<file path="config.mk">
export PLATFORM = sky130hd
export DESIGN_NAME = nttbf_core
export DESIGN_NICKNAME = d
export VERILOG_FILES = /design/src/rtl/nttbf_pkg.sv /design/src/rtl/nttbf_addsub.sv /design/src/rtl/nttbf_modmul.sv /design/src/rtl/nttbf_core.sv
export SDC_FILE = /design/constraint.sdc
export NUM_CORES = 1
export LEC_CHECK = 0
export ABC_CLOCK_PERIOD_IN_PS = 6420
export CAP_MARGIN = 20
export CORE_AREA = 2 2 220 222
export DETAILED_ROUTE_END_ITERATION = 16
export DIE_AREA = 0 0 222 224
export GPL_ROUTABILITY_DRIVEN = 0
export PLACE_DENSITY = 0.71
export SYNTH_ARGS = -nofsm -noshare
export SYNTH_HDL_FRONTEND = slang
export SYNTH_SLANG_ARGS = --single-unit
export TNS_END_PERCENT = 50
</file>
<file path="constraint.sdc">
create_clock -name clk -period 6.42 [get_ports clk]
set_input_delay 1.284 -clock clk [delete_from_list [all_inputs] [get_ports clk]]
set_output_delay 1.284 -clock clk [all_outputs]
set_load 0.02 [all_outputs]
</file>
<file path="src/rtl/nttbf_pkg.sv">
package nttbf_pkg;

   typedef enum logic [0:0] {
      RED_BARRETT    = 1'b0,
      RED_MONTGOMERY = 1'b1
   } red_e;

   // register stages inside the modular multiplier
   localparam int MUL_LAT  = 3;
   // input stage + multiplier + output stage
   localparam int PIPE_LAT = MUL_LAT + 2;

   // -q^{-1} mod 2^bits by Newton iteration (q odd)
   function automatic longint neg_inv_pow2(longint q, int bits);
      longint mask;
      longint inv;
      mask = (longint'(1) << bits) - 1;
      inv  = q;
      for (int i = 0; i < 6; i++) begin
         inv = (inv * (2 - q * inv)) & mask;
      end
      return (-inv) & mask;
   endfunction

endpackage

</file>
<file path="src/rtl/nttbf_addsub.sv">
module nttbf_addsub #(
   parameter int W = 12,
   parameter int Q = 3329
) (
   input  logic [W-1:0] op_a,
   input  logic [W-1:0] op_b,
   output logic [W-1:0] sum_mod,
   output logic [W-1:0] diff_mod
);

   localparam logic [W:0] QW = (W+1)'(Q);

   logic [W:0] sum_raw;
   logic [W:0] sum_red;
   logic [W:0] diff_red;

   always_comb begin
      sum_raw = {1'b0, op_a} + {1'b0, op_b};
      sum_red = (sum_raw >= QW) ? (sum_raw - QW) : sum_raw;
      if (op_a >= op_b) begin
         diff_red = {1'b0, op_a} - {1'b0, op_b};
      end else begin
         diff_red = {1'b0, op_a} + QW - {1'b0, op_b};
      end
   end

   assign sum_mod  = sum_red[W-1:0];
   assign diff_mod = diff_red[W-1:0];

endmodule

</file>
<file path="src/rtl/nttbf_modmul.sv">
module nttbf_modmul #(
   parameter int              W   = 12,
   parameter int              Q   = 3329,
   parameter nttbf_pkg::red_e RED = nttbf_pkg::RED_BARRETT,
   parameter int              MB  = 16
) (
   input  logic         clk,
   input  logic         rst_n,
   input  logic [W-1:0] op_x,
   input  logic [W-1:0] op_w,
   output logic [W-1:0] prod
);

   localparam int PW = 2 * W;

   // stage A: full product
   logic [PW-1:0] p_a;

   always_ff @(posedge clk or negedge rst_n) begin
      if (!rst_n) begin
         p_a <= '0;
      end else begin
         p_a <= {{W{1'b0}}, op_x} * {{W{1'b0}}, op_w};
      end
   end

   if (RED == nttbf_pkg::RED_BARRETT) begin : g_barrett
      localparam int              BK   = PW;
      localparam longint          BM_L = (longint'(1) << BK) / longint'(Q);
      localparam int              BMW  = $clog2(BM_L + 1);
      localparam logic [BMW-1:0]  BM   = BMW'(BM_L);
      localparam int              RW   = W + 2;
      localparam logic [RW-1:0]   Q1   = RW'(Q);
      localparam logic [RW-1:0]   Q2   = RW'(2 * Q);

      logic [PW+BMW-1:0] mp;
      logic [PW-1:0]     p_b;
      logic [BMW-1:0]    qh_b;
      logic [PW+BMW-1:0] qq;
      logic [PW-1:0]     r_full;
      logic [RW-1:0]     r_raw;
      logic [RW-1:0]     r_red;

      assign mp = {{BMW{1'b0}}, p_a} * {{PW{1'b0}}, BM};

      // stage B: quotient estimate
      always_ff @(posedge clk or negedge rst_n) begin
         if (!rst_n) begin
            p_b  <= '0;
            qh_b <= '0;
         end else begin
            p_b  <= p_a;
            qh_b <= mp[PW+BMW-1:BK];
         end
      end

      always_comb begin
         qq     = {{PW{1'b0}}, qh_b} * (PW+BMW)'(Q);
         r_full = p_b - qq[PW-1:0];
         r_raw  = r_full[RW-1:0];
         if (r_raw >= Q2) begin
            r_red = r_raw - Q2;
         end else if (r_raw >= Q1) begin
            r_red = r_raw - Q1;
         end else begin
            r_red = r_raw;
         end
      end

      // stage C: reduced result
      always_ff @(posedge clk or negedge rst_n) begin
         if (!rst_n) begin
            prod <= '0;
         end else begin
            prod <= r_red[W-1:0];
         end
      end
   end else begin : g_montgomery
      localparam logic [MB-1:0] QINV = MB'(nttbf_pkg::neg_inv_pow2(longint'(Q), MB));
      localparam int            SW   = ((MB + W > PW) ? (MB + W) : PW) + 1;
      localparam int            TW   = SW - MB;
      localparam logic [TW-1:0] QT   = TW'(Q);

      logic [2*MB-1:0] mq_full;
      logic [PW-1:0]   p_b;
      logic [MB-1:0]   m_b;
      logic [SW-1:0]   acc;
      logic [TW-1:0]   t_raw;
      logic [TW-1:0]   t_red;

      assign mq_full = {{MB{1'b0}}, p_a[MB-1:0]} * {{MB{1'b0}}, QINV};

      // stage B: Montgomery factor
      always_ff @(posedge clk or negedge rst_n) begin
         if (!rst_n) begin
            p_b <= '0;
            m_b <= '0;
         end else begin
            p_b <= p_a;
            m_b <= mq_full[MB-1:0];
         end
      end

      always_comb begin
         acc   = SW'(p_b) + ({{(SW-MB){1'b0}}, m_b} * SW'(Q));
         t_raw = acc[SW-1:MB];
         t_red = (t_raw >= QT) ? (t_raw - QT) : t_raw;
      end

      // stage C: reduced result
      always_ff @(posedge clk or negedge rst_n) begin
         if (!rst_n) begin
            prod <= '0;
         end else begin
            prod <= t_red[W-1:0];
         end
      end
   end

endmodule

</file>
<file path="src/rtl/nttbf_core.sv">
module nttbf_core #(
   parameter int              COEF_W    = 12,
   parameter int              MODULUS   = 3329,
   parameter nttbf_pkg::red_e REDUCTION = nttbf_pkg::RED_BARRETT,
   parameter int              MONT_BITS = 16
) (
   input  logic              clk,
   input  logic              rst_n,
   input  logic              in_valid,
   input  logic              inv_mode,
   input  logic [COEF_W-1:0] coef_a,
   input  logic [COEF_W-1:0] coef_b,
   input  logic [COEF_W-1:0] twiddle,
   output logic              out_valid,
   output logic [COEF_W-1:0] res_x,
   output logic [COEF_W-1:0] res_y
);

   localparam int W    = COEF_W;
   localparam int ML   = nttbf_pkg::MUL_LAT;
   localparam int LAST = ML - 1;

   // elaboration-time parameter checks
   if (MODULUS < 3 || MODULUS >= (2 ** COEF_W)) begin : g_chk_mod
      $error("nttbf_core: MODULUS must lie in [3, 2**COEF_W)");
   end
   if (COEF_W < 2 || COEF_W > 30) begin : g_chk_w
      $error("nttbf_core: COEF_W out of supported range");
   end
   if (REDUCTION == nttbf_pkg::RED_MONTGOMERY) begin : g_chk_mont
      if ((MODULUS % 2) == 0) begin : g_odd
         $error("nttbf_core: Montgomery reduction needs an odd modulus");
      end
      if (MONT_BITS <= COEF_W || MONT_BITS > 2 * COEF_W || MONT_BITS > 30) begin : g_bits
         $error("nttbf_core: MONT_BITS must lie in (COEF_W, 2*COEF_W]");
      end
   end

   // ---------------- input stage: optional sum/difference ----------------
   logic [W-1:0] pre_sum;
   logic [W-1:0] pre_diff;

   nttbf_addsub #(.W(W), .Q(MODULUS)) u_pre (
      .op_a     (coef_a),
      .op_b     (coef_b),
      .sum_mod  (pre_sum),
      .diff_mod (pre_diff)
   );

   logic         s1_v;
   logic         s1_gs;
   logic [W-1:0] s1_u;
   logic [W-1:0] s1_m;
   logic [W-1:0] s1_w;

   always_ff @(posedge clk or negedge rst_n) begin
      if (!rst_n) begin
         s1_v  <= 1'b0;
         s1_gs <= 1'b0;
         s1_u  <= '0;
         s1_m  <= '0;
         s1_w  <= '0;
      end else begin
         s1_v  <= in_valid;
         s1_gs <= inv_mode;
         s1_u  <= inv_mode ? pre_sum  : coef_a;
         s1_m  <= inv_mode ? pre_diff : coef_b;
         s1_w  <= twiddle;
      end
   end

   // ---------------- shared modular multiplier ----------------
   logic [W-1:0] mul_p;

   nttbf_modmul #(
      .W   (W),
      .Q   (MODULUS),
      .RED (REDUCTION),
      .MB  (MONT_BITS)
   ) u_mul (
      .clk   (clk),
      .rst_n (rst_n),
      .op_x  (s1_m),
      .op_w  (s1_w),
      .prod  (mul_p)
   );

   // ---------------- side band alignment with the multiplier ----------------
   logic [ML-1:0] v_d;
   logic [ML-1:0] gs_d;
   logic [W-1:0]  u_d [ML];

   for (genvar i = 0; i < ML; i++) begin : g_dly
      if (i == 0) begin : g_head
         always_ff @(posedge clk or negedge rst_n) begin
            if (!rst_n) begin
               v_d[i]  <= 1'b0;
               gs_d[i] <= 1'b0;
               u_d[i]  <= '0;
            end else begin
               v_d[i]  <= s1_v;
               gs_d[i] <= s1_gs;
               u_d[i]  <= s1_u;
            end
         end
      end else begin : g_tail
         always_ff @(posedge clk or negedge rst_n) begin
            if (!rst_n) begin
               v_d[i]  <= 1'b0;
               gs_d[i] <= 1'b0;
               u_d[i]  <= '0;
            end else begin
               v_d[i]  <= v_d[i-1];
               gs_d[i] <= gs_d[i-1];
               u_d[i]  <= u_d[i-1];
            end
         end
      end
   end

   // ---------------- output stage: optional sum/difference ----------------
   logic [W-1:0] post_sum;
   logic [W-1:0] post_diff;

   nttbf_addsub #(.W(W), .Q(MODULUS)) u_post (
      .op_a     (u_d[LAST]),
      .op_b     (mul_p),
      .sum_mod  (post_sum),
      .diff_mod (post_diff)
   );

   always_ff @(posedge clk or negedge rst_n) begin
      if (!rst_n) begin
         out_valid <= 1'b0;
         res_x     <= '0;
         res_y     <= '0;
      end else begin
         out_valid <= v_d[LAST];
         res_x     <= gs_d[LAST] ? u_d[LAST] : post_sum;
         res_y     <= gs_d[LAST] ? mul_p     : post_diff;
      end
   end

endmodule

</file>
== Word level (Yosys, flattened, before mapping) ==
Cells that the tools add are included.

* Logic and storage cells: 53
* Register bits after elaboration: 168
* Output and inout bits: 25
* Input bits: 40

* $lt $le $gt $ge: 6
* $add $sub $neg: 13
* Multiply operators: 3
* Muxes and demuxes: 10

{| class="wikitable"
|+ Operator list
! kind !! count
|-
| 2-to-1 mux 12 bit || 10
|-
| subtractor 12 bit || 4
|-
| subtractor 12 bit, second input constant || 4
|-
| multiplier 24 x 13 -> 37 bit, second input constant || 1
|-
| adder 12 x 12 -> 13 bit || 2
|-
| greater-or-equal comparator 13 x 12 -> 1 bit, second input constant || 2
|-
| adder 12 bit, second input constant || 2
|-
| greater-or-equal comparator 12 bit || 2
|-
| multiplier 12 x 12 -> 24 bit || 1
|-
| greater-or-equal comparator 14 x 12 -> 1 bit, second input constant || 1
|-
| greater-or-equal comparator 14 x 13 -> 1 bit, second input constant || 1
|-
| multiplier 13 x 12 -> 14 bit, second input constant || 1
|-
| subtractor 14 bit || 1
|}

== Logic depth before layout (Yosys ltp) ==
* Depth in word-level cells: 5
* Mapped depth: 21

== Cells and area by module ==
From an unflattened synthesis, not the netlist that was laid out.

* Cells, all modules: 2072
* Area total of the unflattened synthesis: 21057.7 µm²

{| class="wikitable"
|+ Modules (own cells, without submodules)
! module !! sequential area each (µm²) !! cells an instance !! times used !! area each (µm²)
|-
| nttbf_modmul || 1576.5 || 1335 || 1 || 13377.8
|-
| nttbf_addsub || 0.0 || 289 || 2 || 2129.5
|-
| nttbf_core || 2627.5 || 159 || 1 || 3420.8
|}

== Least setup slack after synthesis ==
No wires, ideal clock.

* Path kind: reg-to-reg
* Start point: register s1_m[3]
* End point: register u_mul.p_a[19]
* Data arrival time: 4.823 ns
* Period minus slack after synthesis: 4.951 ns
* Required time: 6.292 ns
* Path slack: 1.469 ns
* Setup time: 0.128 ns
* Cell stages (with the launch flop): 19
* Cell sequence: dfrtp_1 -> clkbuf_1 -> and2_1 -> fa_1 -> inv_1 -> fa_1 -> inv_1 -> fa_1 -> fa_1 -> inv_1 -> fa_1 -> inv_1 -> ha_1 -> and3_1 -> a211oi_1 -> o31ai_1 -> a21oi_1 -> o21bai_1 -> xor2_1

* Longest elaborated chain between the ends: 1

{| class="wikitable"
|+ Ends and longest elaborated chain
! item !! RTL line !! RTL
|-
| start, declared || nttbf_core.sv:53 || <nowiki>logic [W-1:0] s1_m;</nowiki>
|-
| start signal, assigned || nttbf_core.sv:67 || <nowiki>s1_m <= inv_mode ? pre_diff : coef_b;</nowiki>
|-
| multiplier 12 x 12 -> 24 bit || nttbf_modmul.sv:23 || <nowiki>p_a <= {{W{1'b0}}, op_x} * {{W{1'b0}}, op_w};</nowiki>
|-
| end signal, assigned || nttbf_modmul.sv:23 ||
|-
| end, declared || nttbf_modmul.sv:17 || <nowiki>logic [PW-1:0] p_a;</nowiki>
|}

Every way passes these cells.

== Final worst setup path ==
* Start point: register u_mul.g_barrett.p_b[3]
* End point: register u_mul.prod[11]

* Longest elaborated chain between the ends: 4
* Elaborated cells between the ends (all ways): 7

{| class="wikitable"
|+ Ends and longest elaborated chain
! item !! RTL line !! RTL
|-
| start, declared || nttbf_modmul.sv:37 || <nowiki>logic [PW-1:0] p_b;</nowiki>
|-
| start signal, assigned || nttbf_modmul.sv:52 || <nowiki>p_b <= p_a;</nowiki>
|-
| subtractor 14 bit (*) || nttbf_modmul.sv:59 || <nowiki>r_full = p_b - qq[PW-1:0];</nowiki>
|-
| subtractor 12 bit or greater-or-equal comparator 14 x 12 -> 1 bit (tied branches) || nttbf_modmul.sv:64, nttbf_modmul.sv:63 ||
|-
| 2-to-1 mux 12 bit || nttbf_modmul.sv:63 || <nowiki>end else if (r_raw >= Q1) begin</nowiki>
|-
| 2-to-1 mux 12 bit (*) || nttbf_modmul.sv:61 || <nowiki>if (r_raw >= Q2) begin</nowiki>
|-
| net u_mul.g_barrett.r_red[11] || nttbf_modmul.sv:42 || <nowiki>logic [RW-1:0] r_red;</nowiki>
|-
| end signal, assigned || nttbf_modmul.sv:75 || <nowiki>prod <= r_red[W-1:0];</nowiki>
|-
| end, declared || nttbf_modmul.sv:11 || <nowiki>output logic [W-1:0] prod</nowiki>
|}

Mark *: on every way through the listed nets, which the timed path passes. The rest lies on a longest branch.

==> results.cfg <==
[logic_synthesis]
yosys.area_share.adder = 0.427
synth_nets = 2773
syn_inst = 2169
syn_area_um2 = 21000
ys_warn_count = 0
async_flop_share = 1.00
yosys-top-cells-area = fa_1 24%, dfrtp_1 20%, ha_1 18%
synth_xor_area_frac = 0.0454
synth_top_family_by_area = adder cells
ys_ff_latch = 168
post-synth-top-area-cell = fa_1
muxShareOfSynthArea = 0.0150
ys_seq_area_frac = 0.200
avgSynthCellArea_um2 = 9.70
synth_top_area_frac = 0.243
synth-simple-area-share = 0.116
synth_most_common_cell = inv_1
yosys.cell_types.count = 86
synth_compound_area_frac = 0.114
yosys_most_used_dff = dfrtp_1
ys_top_cells_by_count = 399 x inv_1, 308 x ha_1, 256 x fa_1
synth_edf_count = 0

[worst_setup_path]
cp-start-kind = register
crit_fanout = 7
cp.arrival_ns = 5.91
cp-end-kind = register
criticalPathCategory = reg2reg
worstPathRequired_ns = 6.73

[floorplan]
start_util = 0.445
num_rows = 80
dieArea_um2 = 49700
core_region_area_um2 = 47300
ios = 65
die_x_um = 222
die_h_um = 224

[hold_path]
hp-class = reg2reg

[cells_and_area]
final_nets = 2804
fill_cells = 4324
drive_gt1_frac = 0.0334
areaGrowthSynthToFinish_pct = 9.00
n_antenna_cell = 0

[route]
ant_nets = 0
drc = 0
vias = 15100
drtIter0Drc = 940
wl_mm = 45.6
first_pass_iters = 13
wire_per_inst_um = 16.1
routed_via_density = 5.35

[clock_tree]
post_cts_buffers = 0
clk_latency_ns = 0.45
cts_hold_buf = 0
cts_tree = built
root_buffer = clkbuf_16
cts_resized = 0
cts_buffer_depth = 2
clkTransAtPathRegs_ns = 0.08
clock-sinks = 168
cts_buffers = 17
cts.htree.levels = 4

[sta]
maxSlewViolCount = 0
tightest_slew_ns = 0.865
setup_violations = 0
period_needed_ns = 5.59
fin_crit_sh = 0.871
hold_viol = 0
rsz0062_at_grt = no
clock.fmax_mhz = 179
slew-limit-headroom = 0.422
final.setup_skew_ns = 0.0147
setup_tns_ns = 0

[global_routing]
met2_usage = 0.339
busiest_layer = met2
grt_first_pass_wirelength_mm = 78.0
use_met3 = 0.0260
grt_pass1_vias = 16000
track_usage = 0.192
grt.overflow.total = 0
antenna_found_initial = 0
grt_max_degree = 90
gr-usage-met1 = 0.249

[placed_design]
dpl.hpwl_mm = 37.5
io_buffers = 64

[flow_run]
drv_cap = 0

[run_status]
status = completed
==> worst paths after layout <==
| kind | startpoint | cells past startpoint | to | slack (ns) |
|---|---|---|---|---|
| max | u_mul.g_barrett.p_b[3] | 16 | u_mul.prod[11] | 0.83 |
| min | s1_gs | 0 | gs_d[0] | 0.35 |
| max reg2reg | u_mul.g_barrett.p_b[3] | 16 | u_mul.prod[11] | 0.83 |
| min reg2reg | s1_gs | 0 | gs_d[0] | 0.35 |
| max in group asynchronous | rst_n | 3 | s1_w[11] | 4.62 |
| min in group asynchronous | rst_n | 1 | u_mul.prod[4] | 0.70 |
==> metrics by stage <==
step	worst slack, ns	cell area, µm²	cells	utilization	hold slack (ns)
floorplan	1.47	21000	2169	-	0.331
global placement	1.02	22300	2793	0.470	0.332
global route	0.461	22900	2828	0.485	0.357
detailed placement	0.897	22300	2793	0.470	0.335
finish	0.825	22900	2828	0.485	0.347
CTS	0.865	22900	2825	0.484	0.351
==> routing by layer <==
metal | part of all wire | wire, µm | vias up
met5 | 0 | 0 | -
met4 | 0.018 | 803 | 0
met3 | 0.035 | 1600 | 67
met2 | 0.50 | 22900 | 314
met1 | 0.44 | 20300 | 7554
li1 | - | - | 7194
==> area by class of cell <==
cell class                 instances  area, µm²  share of cell area
tap                              615        769              0.0335
clock inverter                    14        196             0.00856
clock buffer                      18        439              0.0191
sequential                       168       4200               0.183
multi-input combinational       1538      15100               0.658
timing repair buffer              75        734              0.0320
inverter                         400       1500              0.0654
==> sequential cells by signal, indices dropped and copies added, names as in the netlist <==
| signal | cells |
|---|---|
| s1_m | 12 |
| u_d | 36 |
| s1_gs | 1 |
| s1_w | 12 |
| u_mul.prod | 12 |
| u_mul.p_a | 24 |
| v_d | 3 |
| res_x | 12 |
| gs_d | 3 |
| s1_u | 12 |
| out_valid | 1 |
| s1_v | 1 |
| u_mul.g_barrett.p_b | 14 |
| res_y | 12 |
| u_mul.g_barrett.qh_b | 13 |
==> worst max-delay path, stage by stage, from the launching register on <==
cell       delay (ns)
dfrtp_1          0.39
inv_1            0.14
fa_1             0.40
fa_1             0.52
ha_1             0.15
inv_1            0.05
fa_1             0.45
ha_1             0.39
a21oi_2          0.28
a21oi_1          0.17
or4_1            0.53
a211o_1          0.33
xnor2_1          0.20
a211oi_1         0.64
nor3_2           0.21
a2111oi_0        0.50
a211oi_1         0.08
==> logic make-up after synthesis <==
kind of cell             count (synthesis)
flip-flops                             168
buffers and inverters                  463
multiplexers                            31
AND/OR/NAND/NOR                        490
adder cells (fa/ha/maj)                564
AO/OA/AOI/OAI                          344
XOR/XNOR                               109
==> placed cells by master, fill, tap and decap left out, types with 6 or more instances in the layout <==
master / n
inv_1: 399
ha_1: 308
fa_1: 256
dfrtp_1: 168
nand2_1: 154
nor2_1: 88
a21oi_1: 87
xnor2_1: 69
clkdlybuf4s50_1: 63
and2_1: 60
o21ai_0: 52
xor2_1: 40
nand3_1: 35
nor3_1: 33
a21o_1: 28
mux2i_1: 27
or3_1: 19
o21bai_1: 18
nor2b_1: 17
clkbuf_16: 17
and3_1: 15
o211ai_1: 15
a31oi_1: 14
o31ai_1: 14
nor4_1: 13
nand4_1: 12
a211oi_1: 12
o21a_1: 11
a211o_1: 9
nand2b_1: 9
buf_4: 9
a221oi_1: 7
a2111oi_0: 6
Power is left out: the tool's default activity adds up to more than one toggle a clock period on the data nets, which glitch-free logic cannot reach.
